===== src/rtl/kwdog_pkg.sv =====
package kwdog_pkg;

   typedef enum logic [1:0] {
      WIN_Q1   = 2'd0,
      WIN_Q2   = 2'd1,
      WIN_Q3   = 2'd2,
      WIN_FULL = 2'd3
   } win_sel_e;

   localparam logic [7:0] SVC_KEY     = 8'hAC;
   localparam logic [7:0] RD_STBY_ON  = 8'h9A;
   localparam logic [7:0] RD_STBY_OFF = 8'h1A;

endpackage


===== src/rtl/kwdog_limits.sv =====
module kwdog_limits #(
   parameter int BASE_EXP  = 7,
   parameter int SEL_W     = 3,
   parameter int CNT_W     = BASE_EXP + (1 << SEL_W),
   parameter bit WINDOW_EN = 1'b1
) (
   input  logic [SEL_W-1:0] cfg_ovf_sel,
   input  logic [1:0]       cfg_win_sel,
   input  logic             cfg_stby_run,
   output logic [CNT_W-1:0] lim_m1,
   output logic [CNT_W-1:0] win_start
);
   import kwdog_pkg::*;

   localparam int FW = CNT_W + 1;

   if (BASE_EXP < 2) begin : g_chk_base
      $error("kwdog_limits: BASE_EXP must be at least 2");
   end
   if (CNT_W < BASE_EXP + (1 << SEL_W)) begin : g_chk_w
      $error("kwdog_limits: CNT_W too small for the largest interval");
   end

   logic [FW-1:0] lim_full;
   logic [FW-1:0] quarter;

   always_comb begin
      lim_full = FW'(1) << (BASE_EXP + int'(cfg_ovf_sel));
      quarter  = lim_full >> 2;
      lim_m1   = CNT_W'(lim_full - FW'(1));
   end

   if (WINDOW_EN) begin : g_window
      logic [FW-1:0] start_full;
      always_comb begin
         unique case (win_sel_e'(cfg_win_sel))
            WIN_Q1:   start_full = lim_full - quarter;
            WIN_Q2:   start_full = lim_full - (quarter << 1);
            WIN_Q3:   start_full = lim_full - (quarter << 1) - quarter;
            default:  start_full = '0;
         endcase
         if (!cfg_stby_run)
            start_full = '0;
         win_start = CNT_W'(start_full);
      end
   end else begin : g_open
      logic unused_win;
      assign unused_win = ^{cfg_win_sel, cfg_stby_run};
      assign win_start  = '0;
   end

endmodule


===== src/rtl/kwdog_keychk.sv =====
module kwdog_keychk #(
   parameter int CNT_W = 15
) (
   input  logic             wr_en,
   input  logic [7:0]       wr_data,
   input  logic             wr_bitop,
   input  logic             first_pend,
   input  logic [CNT_W-1:0] cnt,
   input  logic [CNT_W-1:0] win_start,
   output logic             svc_ok,
   output logic             key_fault
);
   import kwdog_pkg::*;

   logic bad_access;
   logic too_early;

   always_comb begin
      bad_access = wr_bitop || (wr_data != SVC_KEY);
      too_early  = !first_pend && (cnt < win_start);
      key_fault  = wr_en && (bad_access || too_early);
      svc_ok     = wr_en && !bad_access && !too_early;
   end

endmodule


===== src/rtl/kwdog_counter.sv =====
module kwdog_counter #(
   parameter int CNT_W = 15
) (
   input  logic             clk,
   input  logic             rst_n,
   input  logic             clr_i,
   input  logic             pause_i,
   input  logic [CNT_W-1:0] lim_m1_i,
   output logic [CNT_W-1:0] cnt_o,
   output logic             wrap_o
);
   logic [CNT_W-1:0] cnt_q;
   logic             pause_d;
   logic             resume;

   assign resume = pause_d && !pause_i;
   assign wrap_o = (cnt_q == lim_m1_i) && !pause_i && !resume;
   assign cnt_o  = cnt_q;

   always_ff @(posedge clk or negedge rst_n) begin
      if (!rst_n) begin
         cnt_q   <= '0;
         pause_d <= 1'b0;
      end else begin
         pause_d <= pause_i;
         if (clr_i || resume)
            cnt_q <= '0;
         else if (!pause_i)
            cnt_q <= cnt_q + CNT_W'(1);
      end
   end

   assert_pause_hold_R10: assert property (@(posedge clk) disable iff (!rst_n)
      (pause_i && pause_d && !clr_i) |=> $stable(cnt_q))
      else $error("count moved while paused");

   assert_resume_clear_R10: assert property (@(posedge clk) disable iff (!rst_n)
      (pause_d && !pause_i) |=> (cnt_q == '0))
      else $error("count not cleared on standby release");

endmodule


===== src/rtl/kwdog_top.sv =====
module kwdog_top #(
   parameter int BASE_EXP  = 7,
   parameter int SEL_W     = 3,
   parameter bit WINDOW_EN = 1'b1
) (
   input  logic             clk,
   input  logic             rst_n,
   input  logic [SEL_W-1:0] cfg_ovf_sel,
   input  logic [1:0]       cfg_win_sel,
   input  logic             cfg_stby_run,
   input  logic             halt,
   input  logic             stop,
   input  logic             wr_en,
   input  logic [7:0]       wr_data,
   input  logic             wr_bitop,
   output logic [7:0]       rd_data,
   output logic             rst_req
);
   import kwdog_pkg::*;

   localparam int CNT_W = BASE_EXP + (1 << SEL_W);

   if (SEL_W < 1 || SEL_W > 4) begin : g_chk_sel
      $error("kwdog_top: SEL_W must lie in 1..4");
   end

   logic [CNT_W-1:0] lim_m1;
   logic [CNT_W-1:0] win_start;
   logic [CNT_W-1:0] cnt;
   logic             wrap;
   logic             svc_ok;
   logic             key_fault;
   logic             fault;
   logic             paused;
   logic             first_pend;

   assign paused  = (halt || stop) && !cfg_stby_run;
   assign fault   = key_fault || (wrap && !svc_ok);
   assign rd_data = cfg_stby_run ? RD_STBY_ON : RD_STBY_OFF;

   kwdog_limits #(
      .BASE_EXP (BASE_EXP),
      .SEL_W    (SEL_W),
      .CNT_W    (CNT_W),
      .WINDOW_EN(WINDOW_EN)
   ) u_limits (
      .cfg_ovf_sel (cfg_ovf_sel),
      .cfg_win_sel (cfg_win_sel),
      .cfg_stby_run(cfg_stby_run),
      .lim_m1      (lim_m1),
      .win_start   (win_start)
   );

   kwdog_keychk #(.CNT_W(CNT_W)) u_keychk (
      .wr_en     (wr_en),
      .wr_data   (wr_data),
      .wr_bitop  (wr_bitop),
      .first_pend(first_pend),
      .cnt       (cnt),
      .win_start (win_start),
      .svc_ok    (svc_ok),
      .key_fault (key_fault)
   );

   kwdog_counter #(.CNT_W(CNT_W)) u_counter (
      .clk     (clk),
      .rst_n   (rst_n),
      .clr_i   (fault || svc_ok),
      .pause_i (paused),
      .lim_m1_i(lim_m1),
      .cnt_o   (cnt),
      .wrap_o  (wrap)
   );

   always_ff @(posedge clk or negedge rst_n) begin
      if (!rst_n) begin
         rst_req    <= 1'b0;
         first_pend <= 1'b1;
      end else begin
         rst_req <= fault;
         if (fault)
            first_pend <= 1'b1;
         else if (svc_ok)
            first_pend <= 1'b0;
      end
   end

   assert_badkey_R3: assert property (@(posedge clk) disable iff (!rst_n)
      (wr_en && wr_data != SVC_KEY) |=> rst_req)
      else $error("wrong key did not request reset");

   assert_bitop_R4: assert property (@(posedge clk) disable iff (!rst_n)
      (wr_en && wr_bitop) |=> rst_req)
      else $error("bit access did not request reset");

   assert_first_free_R6: assert property (@(posedge clk) disable iff (!rst_n)
      (wr_en && !wr_bitop && wr_data == SVC_KEY && first_pend) |=> !rst_req)
      else $error("first service rejected");

   assert_overflow_R8: assert property (@(posedge clk) disable iff (!rst_n)
      (wrap && !wr_en) |=> rst_req)
      else $error("overflow without reset request");

   assert_post_fault_R12: assert property (@(posedge clk) disable iff (!rst_n)
      rst_req |-> (cnt == '0 && first_pend))
      else $error("state not restored with reset request");

   always_comb begin
      assert_readback_R5: assert (rd_data != SVC_KEY)
         else $error("read-back equals key");
   end

endmodule


===== config.mk =====
export PLATFORM = sky130hd
export DESIGN_NAME = kwdog_top
export DESIGN_NICKNAME = d
export VERILOG_FILES = /design/src/rtl/kwdog_pkg.sv /design/src/rtl/kwdog_limits.sv /design/src/rtl/kwdog_keychk.sv /design/src/rtl/kwdog_counter.sv /design/src/rtl/kwdog_top.sv
export SDC_FILE = /design/constraint.sdc
export NUM_CORES = 1
export LEC_CHECK = 0
export ABC_CLOCK_PERIOD_IN_PS = 2910
export CORE_UTILIZATION = 30
export CTS_CLUSTER_DIAMETER = 30
export DETAILED_ROUTE_END_ITERATION = 7
export DONT_BUFFER_PORTS = 1
export PLACE_DENSITY = 0.54
export SYNTH_ARGS = -nofsm -noshare
export SYNTH_HDL_FRONTEND = slang
export SYNTH_SLANG_ARGS = --single-unit

===== constraint.sdc =====
create_clock -name clk -period 2.91 [get_ports clk]
set_input_delay 0.291 -clock clk [delete_from_list [all_inputs] [get_ports clk]]
set_output_delay 0.291 -clock clk [all_outputs]
set_load 0.1 [all_outputs]

=== After elaboration in Yosys (flattened, before gate mapping) ===
Index checks and enable logic that the tools add are counted.

* Register bits after elaboration: 18
* Bits of input ports: 20
* Output and inout bits: 9
* Logic and storage cells: 48

* Add/subtract/negate cells: 6
* Order comparisons: 1
* Equal/unequal tests: 5
* Shifts and indexed selects: 1
* Multiplexer cells: 7
* Reduce and logical (&&, ||, !) cells: 24

{| class="wikitable"
|+ Operators by type and width
! cell !! count
|-
| $mux W15 || 3
|-
| $pmux W15 S3 || 1
|-
| $sub A15 B14 Y15 || 2
|-
| $shl A1 B4 Y16 const A || 1
|-
| $add A15 B1 Y15 const B || 1
|-
| $eq A15 B15 Y1 || 1
|-
| $lt A15 B15 Y1 || 1
|-
| $sub A15 B1 Y15 const B || 1
|-
| $sub A15 B15 Y15 || 1
|-
| $logic_and A1 B1 Y1 || 9
|-
| $mux W8 || 1
|-
| $ne A8 B8 Y1 const B || 1
|-
| $logic_not A1 Y1 || 7
|-
| $logic_or A1 B1 Y1 || 6
|-
| $add A3 B3 Y4 const A || 1
|-
| $eq A2 B1 Y1 const B || 1
|-
| $eq A2 B2 Y1 const B || 1
|-
| $logic_not A2 Y1 || 1
|-
| $mux W1 || 2
|-
| $ne A2 B2 Y1 const B || 1
|-
| $reduce_bool A2 Y1 || 1
|}

=== Logic depth before layout (Yosys ltp) ===
Gate-level depths: netlist of the first run.

* Word-level depth: 16
* Mapped depth: 25
* Mapped depth without buffers: 24

=== Cells and area by module ===
From an unflattened synthesis of the first run, not the netlist that was laid out.

* Cells, all modules: 483
* Area, all modules: 3636.0 sq um

{| class="wikitable"
|+ By module, submodules not included
! module !! times used !! cells each !! area each (sq um) !! sequential area each (sq um)
|-
| kwdog_limits || 1 || 305 || 2115.8 || 0.0
|-
| kwdog_counter || 1 || 102 || 968.4 || 400.4
|-
| kwdog_keychk || 1 || 57 || 395.4 || 0.0
|-
| kwdog_top || 1 || 19 || 156.4 || 51.3
|}

=== Worst setup path after synthesis of the first run ===
Ideal clock, no wire load.

* Path type: input to register
* From: input cfg_ovf_sel[2]
* To: register first_pend
* Library setup time: 0.073 ns
* Arrival: 4.542 ns
* Slack: -1.705 ns
* Stages on the path: 22
* Path buffers: 1
* Cells stage by stage: buf_2 > or2b_1 > or2_2 > ha_1 > or2_2 > o211a_2 > nor2_1 > xnor2_1 > mux2i_1 > ha_1 > or2_2 > a21oi_1 > a31oi_1 > or4_1 > nand3_1 > a2111oi_0 > a311oi_1 > ha_1 > nand2_1 > a21o_1 > o21ai_0 > a21oi_1

* Cells in the longest elaborated chain, start to end: 14
* Elaborated cells on any way between the ends: 22
* Those cells by class: add/sub (5); order compare (1); eq/ne (1); shift (1); mux (3); reduce/logical (11)

{| class="wikitable"
|+ Ends and longest elaborated chain
! element !! RTL line !! source
|-
| start, declared || kwdog_top.sv:8 || <nowiki>input logic [SEL_W-1:0] cfg_ovf_sel,</nowiki>
|-
| $add A3 B3 Y4 * || kwdog_limits.sv:28 || <nowiki>lim_full = FW'(1) << (BASE_EXP + int'(cfg_ovf_sel));</nowiki>
|-
| $shl A1 B4 Y16 * || kwdog_limits.sv:28 ||
|-
| $sub A15 B15 Y15 || kwdog_limits.sv:38, kwdog_limits.sv:39 ||
|-
| $sub A15 B14 Y15 || kwdog_limits.sv:39 || <nowiki>WIN_Q3: start_full = lim_full - (quarter << 1) - quarter;</nowiki>
|-
| $pmux W15 S3 || kwdog_limits.sv:36 || <nowiki>unique case (win_sel_e'(cfg_win_sel))</nowiki>
|-
| $mux W15 || kwdog_limits.sv:42 || <nowiki>if (!cfg_stby_run)</nowiki>
|-
| $lt A15 B15 Y1 || kwdog_keychk.sv:20 || <nowiki>too_early = !first_pend && (cnt < win_start);</nowiki>
|-
| $logic_and A1 B1 Y1 || kwdog_keychk.sv:20 ||
|-
| $logic_not A1 Y1 || kwdog_keychk.sv:22 || <nowiki>svc_ok = wr_en && !bad_access && !too_early;</nowiki>
|-
| $logic_and A1 B1 Y1 || kwdog_keychk.sv:22 ||
|-
| $logic_not A1 Y1 || kwdog_top.sv:38 || <nowiki>assign fault = key_fault || (wrap && !svc_ok);</nowiki>
|-
| $logic_and A1 B1 Y1 || kwdog_top.sv:38 ||
|-
| $logic_or A1 B1 Y1 || kwdog_top.sv:38 ||
|-
| $mux W1 / $reduce_bool A2 Y1 (equally long branches) || n/a ||
|-
| end signal, assigned || kwdog_top.sv:78 || <nowiki>first_pend <= 1'b1;</nowiki>
|-
| end signal, assigned || kwdog_top.sv:82 || <nowiki>first_pend <= 1'b1;</nowiki>
|-
| end signal, assigned || kwdog_top.sv:84 || <nowiki>first_pend <= 1'b0;</nowiki>
|-
| end, declared || kwdog_top.sv:35 || <nowiki>logic first_pend;</nowiki>
|}

Every way passes the cells marked *; elsewhere a longest branch is shown, timed or not.
A chain may end at the register's enable or synchronous reset.

=== Worst setup path after layout of the first run ===
* From: input cfg_ovf_sel[0]
* To: register rst_req

* Cells in the longest elaborated chain, start to end: 13
* Elaborated cells on any way between the ends: 20
* Those cells by class: add/sub (5); order compare (1); eq/ne (1); shift (1); mux (2); reduce/logical (10)

{| class="wikitable"
|+ Ends and longest elaborated chain
! element !! RTL line !! source
|-
| $add A3 B3 Y4 * || kwdog_limits.sv:28 ||
|-
| $shl A1 B4 Y16 * || kwdog_limits.sv:28 ||
|-
| $sub A15 B15 Y15 || kwdog_limits.sv:38, kwdog_limits.sv:39 ||
|-
| $sub A15 B14 Y15 || kwdog_limits.sv:39 ||
|-
| $pmux W15 S3 || kwdog_limits.sv:36 ||
|-
| $mux W15 || kwdog_limits.sv:42 ||
|-
| $lt A15 B15 Y1 || kwdog_keychk.sv:20 ||
|-
| $logic_and A1 B1 Y1 || kwdog_keychk.sv:20 ||
|-
| $logic_not A1 Y1 || kwdog_keychk.sv:22 ||
|-
| $logic_and A1 B1 Y1 || kwdog_keychk.sv:22 ||
|-
| $logic_not A1 Y1 || kwdog_top.sv:38 ||
|-
| $logic_and A1 B1 Y1 || kwdog_top.sv:38 ||
|-
| $logic_or A1 B1 Y1 * || kwdog_top.sv:38 ||
|-
| net fault || kwdog_top.sv:33 || <nowiki>logic fault;</nowiki>
|-
| end signal, assigned || kwdog_top.sv:80 || <nowiki>rst_req <= fault;</nowiki>
|-
| end, declared || kwdog_top.sv:17 || <nowiki>output logic rst_req</nowiki>
|}

The timed path passes the listed nets; every way through them passes the cells marked *.

==> results of run 1 <==
[worst max-delay path, stage by stage]
cell,delay [ns]
or2b_1,0.23
or2_4,0.25
ha_4,0.23
or2_4,0.23
o211a_4,0.26
nor2_4,0.12
xnor2_2,0.13
mux2i_1,0.11
ha_1,0.29
or2_4,0.24
a21oi_2,0.14
a31oi_2,0.07
or4_4,0.53
nand3_4,0.09
a2111oi_4,0.04
a311oi_2,0.26
ha_1,0.28
nand2_1,0.06
a21o_1,0.11
o21ai_2,0.06
nor2_1,0.11
[final cells by class]
type | count | area [sq um]
tap | 140 | 175.2
clock buffer | 4 | 55.05
fill | 1118 | 6446
sequential | 18 | 451.7
multi-input combinational | 425 | 3092
timing repair buffer | 78 | 604.3
inverter | 17 | 63.81
[flip-flops by register name, indices dropped and copies added, names as in the netlist]
| name | cells |
|---|---|
| first_pend | 1 |
| rst_req | 1 |
| u_counter.cnt_o | 15 |
| u_counter.pause_d | 1 |
[layer usage]
layer | vias to the layer above | part of all wire, % | wire (um) | GRT usage, %
met1 | 1570 | 49 | 4411 | 21.74
li1 | 1723 | - | - | -
met3 | 6 | 2.2 | 201 | 0.7233
met5 | - | 0 | 0 | 0
met4 | 0 | 0.81 | 73 | 2.935
met2 | 34 | 48 | 4304 | 27.66
[where the power goes]
group / internal [uW] / switching, uW / leakage, uW
registers: 254 / 10.6 / 0.000243
logic: 436 / 429 / 0.00177
clock network: 120 / 85.8 / 0.0000288
total: 810 / 526 / 0.00204
[through the flow]
stage,TNS (ns),total power [uW],std cells
2_1_floorplan,-2.706,793.0,481
6_report,-2.050,1336,682
4_1_cts,-2.030,1272,675
3_3_place_gp,-2.976,982.7,665
3_5_place_dp,-3.035,989.6,665
5_1_grt,-2.469,1431,682
[placed cells by master (no fill, tap or decap), drive strengths merged, types with 4 or more instances in the layout]
cell type | Yosys | final
buf | 13 | 77
nor2 | 58 | 58
ha | 55 | 55
nand2 | 46 | 46
conb | 2 | 41
xnor2 | 26 | 26
o21ai | 22 | 22
a21oi | 20 | 20
xor2 | 19 | 19
dfrtp | 17 | 17
inv | 17 | 17
o22ai | 10 | 10
nand3 | 10 | 10
nor2b | 9 | 9
and3 | 9 | 9
nand2b | 8 | 8
nor3 | 7 | 7
nand4 | 6 | 6
a21o | 6 | 6
or3 | 5 | 5
o21a | 4 | 4
clkbuf | 8 | 4
nor4 | 4 | 4
or2 | 4 | 4
[path summary, 6_finish.rpt]
| path | endpoint | slack (ns) |
|---|---|---|
| worst min register to register | first_pend | 0.47 |
| worst max-delay path | rst_req | -1.03 |
| min in group asynchronous | u_counter.cnt_o[10] | 0.57 |
| worst max register to register | u_counter.cnt_o[4] | 0.88 |
| worst min-delay path | rst_req | 0.35 |
| max in group asynchronous | u_counter.cnt_o[6] | 1.83 |
[cell families (layout without fill, tap and decap cells)]
logic type	after synthesis	in the layout
and+or+nand+nor	184	184
AOI/OAI and AO/OA	94	94
adders and majority gates	57	57
xor gates and xnor gates	45	45
buffers and inverters	38	99
DFF	18	18
muxes	4	4
other	2	41
[repair_timing]
| action | in CTS | in global routing |
|---|---|---|
| setup endpoints to repair | 2 | 2 |
| hold endpoints to repair | 18 | 0 |
| hold buffers | 1 | 0 |
| pin swaps | 21 | 8 |
| resized for setup | 33 | 10 |
| buffers inserted | 5 | 7 |
==> flow_summary.toml, run 1 <==
[outcome]
status = "finished with violations"
violations = "setup timing"

[synth]
synth_xor_area_share_pct = 11.70
synth_top_area_share_pct = 20.42
synth_edf_count = 0
synth_top_family_by_area = "simple AND/OR/NAND/NOR gates"
synth_warnings = 0
synth_cells = 442
synthSimpleGateAreaFrac_pct = 26.96
synth_compound_area_share_pct = 19.05
synth_cell_type_count = 62
ys_top_cells_by_count = "nor2_1 (58), ha_1 (55), nand2_1 (46)"
ys.flop_type = "dfrtp_1"
muxShareOfSynthArea_pct = 1.374
synth.area.top_cells = "ha_1 (20%), dfrtp_1 (13%), xnor2_1 (6.8%)"
ys_async_sr_fraction_pct = 100.0
synth.most_common_cell = "nor2_1"
synth_area_per_cell_sq_um = 7.623
synth-seq-cells = 18
syn_area_sq_um = 3369
yosysTopAreaCell = "ha_1"
yosysSeqAreaShare_pct = 13.41
synthAdderAreaFrac_pct = 21.61

[worst_setup_path]
crit_path_end_kind = "flop"
r2r-start = "u_counter.cnt_o[10]"
cp.required_ns = 3.10
crit_fanout = 9
worstSetupPathType = "primary input to flop"
crit_arrival_ns = 4.13
start_kind = "primary input"
r2r_cells = 9
crit_start = "cfg_ovf_sel[0]"

[grt]
grt_max_degree = 19
grt_usage_pct = 15.87
grt_pass1_wl_mm = 14.93
grt-ovfl-total = 0
antenna_found_initial = 0
grt_pass1_vias = 3171

[floorplanning]
core-area_sq_um = 10890
fp.dieW_um = 108.0
design.portCount = 29
fp.dieH_um = 108.0
dieArea_sq_um = 11660
start_util_pct = 30.95
rows = 38

[sta]
fin_ws_ns = -1.033
setup_viol = 2
slew_viol_final = 0
relSlewSlack_pct = 41.83
fin_crit_ns = 3.943
max_freq_mhz = 253.6
hold-worst-slack_ns = 0.3525
fin_crit_sh_pct = 135.5
worst_pin_slew_ns = 0.8731
rsz0062_at_grt = "true"
hold_violations = 0
clock-skew-final_ns = 0.005979

[placed_design]
dp_hpwl_mm = 7.453
place_congestion = 0.8063
postPlaceCellArea_sq_um = 4116
io_buffers = 0
post-place-ws_ns = -1.536

[routing]
drt-total-wl_mm = 8.990
vias = 3333
drc = 0
drt.antenna.violating_nets = 0
dr.pass1.iters = 4
avgViaCountPerCell = 4.887
drtIter0Drc = 156
routedWlPerCell_um = 13.18

[finish]
finish.net_count = 620
drive_gt1_share_pct = 23.43
diodes = 0
fin_util_pct = 40.80
synthToLayoutAreaGrowth_pct = 31.82
fin_area_sq_um = 4442

[power]
power_density_nw_per_um2 = 300.8
leakage_uw = 0.002038
peakVddDrop_v = 0.0002226

[cts]
cts_root_buf = "clkbuf_8"
cts-buffers-inserted = 3
cts_sinks = 18
clock_latency_ns = 0.26
cts_tree = "done"
path_clk_slew_ns = 0.07
max-clock-path-buffers = 2
cts_max_level = 1

[worst_hold_path]
min-delay-start = "wr_en"
hold_class = "primary input to flop"
hold-path-cell-count = 3

[flow_run]
max_cap_viol_count = 0
Note: power is estimated with default switching activity, not from simulation.
==> inputs of run 2 (changes only) <==
- CORE_UTILIZATION: 30 -> 55
- PLACE_DENSITY: 0.54 -> 0.8
==> flow_summary.toml, run 2 (synthesis results as in run 1) <==
[worst_hold_path]
hold-path-cell-count = 3
hold_class = "primary input to flop"

[routing]
drtIter0Drc = 161
drt.antenna.violating_nets = 0
vias = 3471
drc = 0
avgViaCountPerCell = 5.662
dr.pass1.iters = 5
routedWlPerCell_um = 14.79
drt-total-wl_mm = 9.066

[placed_design]
post-place-ws_ns = -1.649
dp.cells = 598
place_congestion = 0.8793
dp_hpwl_mm = 6.959
io_buffers = 0
postPlaceCellArea_sq_um = 4008

[floorplanning]
fp.dieH_um = 80.27
dieArea_sq_um = 6443
start_util_pct = 56.91
design.portCount = 29
fp.dieW_um = 80.27
core-area_sq_um = 5921
rows = 28

[sta]
worst_pin_slew_ns = 0.8641
finalSetupTns_ns = -2.428
max_freq_mhz = 241.7
setup_viol = 2
fin_crit_ns = 4.138
fin_ws_ns = -1.228
slew_viol_final = 0
relSlewSlack_pct = 42.43
fin_crit_sh_pct = 142.2
clock-skew-final_ns = 0.001775
hold_violations = 0
rsz0062_at_grt = "true"

[grt]
grt_pass1_wl_mm = 14.17
grt-ovfl-total = 0
grt_pass1_vias = 3273
grt_max_degree = 19
grt_usage_pct = 27.47
antenna_found_initial = 0

[power]
clockPowerShare_pct = 15.1
p_switching_uw = 533.6
p_total_uw = 1336
p_int_uw = 802.4
swShare_pct = 39.94
power_density_nw_per_um2 = 307.2
power_frac_seq_pct = 19.8
peakVddDrop_v = 0.0004843
pwr-share-comb_pct = 65.1
leakage_uw = 0.002026

[worst_setup_path]
r2r_cells = 8
crit_path_end_kind = "flop"
crit_arrival_ns = 4.31
start_kind = "primary input"
cp.required_ns = 3.08
crit_fanout = 9
worstSetupPathType = "primary input to flop"

[finish]
layout_commonest_cell = "buf_4"
synthToLayoutAreaGrowth_pct = 29.08
fin_cells = 613
drive_gt1_share_pct = 22.86
finish.net_count = 616
nFillCells = 422
layout_common_cells = "buf_4 (71), nor2_1 (54), ha_1 (52)"
fin_area_sq_um = 4349
largest_reg_flops = 15
diodes = 0

[cts]
path_clk_slew_ns = 0.07
max-clock-path-buffers = 2
clock_latency_ns = 0.25
cts_sinks = 18
cts_tree = "done"
cts-buffers-inserted = 3
cts_max_level = 1
cts_root_buf = "clkbuf_8"

[outcome]
violations = "setup timing"
status = "finished with violations"

[flow_run]
max_cap_viol_count = 0
run 2: worst paths after layout:
kind / slack, ns / end / start
max: -1.23 / rst_req / cfg_ovf_sel[0]
min: 0.38 / u_counter.cnt_o[0] / wr_en
max reg2reg: 0.77 / u_counter.cnt_o[3] / u_counter.cnt_o[10]
min reg2reg: 0.46 / first_pend / first_pend
max in group asynchronous: 1.82 / u_counter.cnt_o[10] / rst_n
min in group asynchronous: 0.58 / u_counter.cnt_o[2] / rst_n
run 2: worst max-delay path, stage by stage:
cell and delay [ns]:
or2b_1 0.22, or2_4 0.28, ha_4 0.26, or2_4 0.23, o211a_4 0.27, nor2_4 0.10
xnor2_2 0.15, mux2i_1 0.13, ha_1 0.30, or2_4 0.25, a21oi_4 0.18, a31oi_4 0.06
or4_4 0.50, nand3_2 0.13, a2111oi_4 0.06, a311oi_2 0.22, ha_1 0.28, buf_4 0.14
nand2_1 0.07, o21ai_2 0.07, nor2_2 0.13
run 2: what timing repair did:
item / in CTS / in global routing
hold endpoints to repair: 18 / 0
pin swaps: 16 / 16
gates resized for setup: 23 / 25
setup buffers: 4 / 6
endpoints found under the setup margin: 2 / 2
hold buffers: 1 / 0
run 2: power groups by stage:
stage | Sequential [uW] | Clock (uW) | Combinational (uW)
6_report | 264 | 202 | 870
5_1_grt | 265 | 212 | 941
4_1_cts | 264 | 202 | 781
3_5_place_dp | 269 | 0 | 708
3_3_place_gp | 269 | 0 | 690
2_1_floorplan | 267 | 0 | 526
run 2: cell type report:
class / instances / area [sq um] / share of cell area (%)
clock buffers: 4 / 55.05 / 1.266
inverters: 17 / 66.31 / 1.525
multi-input cells: 425 / 3117 / 71.66
flip-flops and latches: 18 / 451.7 / 10.39
well taps: 75 / 93.84 / 2.158
repair buffers: 74 / 565.5 / 13.00
run 2: per-layer routing:
layer	GRT usage, %	routed length (um)
met4	7.500	132
met2	50.51	4592
met1	34.29	3951
met5	0	0
met3	1.591	389
run 2: through the flow:
step                hold slack (ns)  util [%]
finish                       0.3819     73.46
global route                 0.3940     73.46
CTS                          0.3801     71.30
detailed placement        -0.004238     67.69
global placement          -0.004259     67.69
floorplan                 -0.004591         -
==> inputs of run 3 (changes only) <==
- CORE_ASPECT_RATIO: unset -> 1.1
==> flow_summary.toml, run 3 (synthesis results as in run 1) <==
[outcome]
status = "finished with violations"
violations = "setup timing"

[routing]
routedWlPerCell_um = 14.69
dr.pass1.iters = 4
avgViaCountPerCell = 5.561
drt-total-wl_mm = 9.061
drtIter0Drc = 223
drc = 0
drt.antenna.violating_nets = 0
vias = 3431

[grt]
grt_pass1_wl_mm = 15.01
grt_pass1_vias = 3495
grt_max_degree = 19
grt_usage_pct = 28.23
grt-ovfl-total = 0
antenna_found_initial = 0

[worst_setup_path]
crit_arrival_ns = 4.27
cp_slowest_stage_delay_ns = 0.58
path_cells = "or2b_1, or2_4, ha_4, or2_4, o211a_4, nor2_4, xnor2_2, mux2i_1, ha_1, or2_4, a21oi_2, a31oi_2, or4_4, nand3_4, a2111oi_4, a311oi_2, ha_1, nand2_1, a21o_1, o21ai_2, a21oi_2"
cp_common_cell = "or2_4"
cp.required_ns = 3.10
start_kind = "primary input"
worstSetupPathType = "primary input to flop"
crit_path_end_kind = "flop"
crit_slowest_cell = "or4_4"
crit_fanout = 9

[cts]
path_clk_slew_ns = 0.07
cts-buffers-inserted = 3
clock_latency_ns = 0.26
cts_tree = "done"
max-clock-path-buffers = 2
cts_max_level = 1
cts_root_buf = "clkbuf_8"
cts_sinks = 18

[floorplanning]
fp.dieH_um = 84.09
design.portCount = 29
fp.dieW_um = 76.63
dieArea_sq_um = 6444
core-area_sq_um = 5842
start_util_pct = 57.68
rows = 29

[finish]
finish.net_count = 618
drive_gt1_share_pct = 22.22
largest_reg_flops = 15
diodes = 0
layout_commonest_cell = "buf_4"
synthToLayoutAreaGrowth_pct = 28.33
layout_common_cells = "buf_4 (75), nor2_1 (55), ha_1 (51)"

[placed_design]
dp_hpwl_mm = 6.939
place_congestion = 0.8863
io_buffers = 0

[sta]
fin_ws_ns = -1.165
slew_viol_final = 0
max_freq_mhz = 245.4
rsz0062_at_grt = "true"
fin_crit_ns = 4.075
clock-skew-final_ns = 0.001616
hold_violations = 0
relSlewSlack_pct = 42.67
fin_crit_sh_pct = 140.0
finalSetupTns_ns = -2.318
setup_viol = 2
worst_pin_slew_ns = 0.8605
hold-worst-slack_ns = 0.3778

[power]
leakage_uw = 0.002028
p_total_uw = 1329
power_density_nw_per_um2 = 307.4
peakVddDrop_v = 0.0002770

[flow_run]
max_cap_viol_count = 0

[worst_hold_path]
hold_class = "primary input to flop"
run 3: cell count changes in the layout (fill, tap and decap cells not counted), sizes merged:
cell	delta
buf	+2
run 3: final timing paths:
check | start | endpoint | slack (ns) | depth (start not counted)
max | cfg_ovf_sel[0] | first_pend | -1.16 | 21
min | wr_en | rst_req | 0.38 | 3
max reg2reg | u_counter.cnt_o[10] | u_counter.cnt_o[10] | 0.73 | 8
min reg2reg | first_pend | first_pend | 0.49 | 2
max in group asynchronous | rst_n | u_counter.cnt_o[13] | 1.86 | 1
min in group asynchronous | rst_n | u_counter.pause_d | 0.56 | 1
run 3: repair_timing:
| action | 4_1_cts | 5_1_grt |
|---|---|---|
| hold buffers | 1 | 0 |
| endpoints found under the hold margin | 18 | 0 |
| buffers inserted | 7 | 5 |
| setup endpoints to repair | 2 | 2 |
| pin swaps | 13 | 9 |
| resized for setup | 19 | 15 |
run 3: area by class of cell:
class	instances	area, sq um
Multi-Input combinational cell	425	3084
Fill cell	447	1518
Timing Repair Buffer	76	573.1
Sequential cell	18	451.7
Tap cell	77	96.34
Inverter	17	63.81
Clock buffer	4	55.05
run 3: power by group:
group / total (uW) / internal (uW) / switching (uW) / leakage [uW]
logic: 859 / 426 / 434 / 0.00176
registers: 264 / 254 / 10.6 / 0.000243
clock network: 206 / 120 / 85.3 / 0.0000288
run 3: metal layers:
layer | global-route usage (%) | share of wire (%) | wire (um) | vias to the layer above
li1 | - | - | - | 1723
met3 | 2.186 | 2.8 | 252 | 30
met1 | 33.89 | 43 | 3897 | 1594
met5 | 0 | 0 | 0 | -
met2 | 50.20 | 50 | 4571 | 84
met4 | 13.99 | 3.8 | 340 | 0
run 3: critical path, delay by kind of cell:
kind | cells | cell delay [ns]
simple gates | 8 | 1.82
mux | 1 | 0.10
fa+ha+maj | 3 | 0.83
compound gates | 8 | 1.10
xor+xnor | 1 | 0.14
run 3: through the flow:
stage	area, sq um	setup WS, ns	util (%)	std cells
5_1_grt	4324	-1.360	74.02	617
3_5_place_dp	4010	-1.586	68.64	600
4_1_cts	4203	-1.085	71.94	612
2_1_floorplan	3578	-1.370	-	481
3_3_place_gp	4010	-1.458	68.64	600
6_report	4324	-1.165	74.02	617
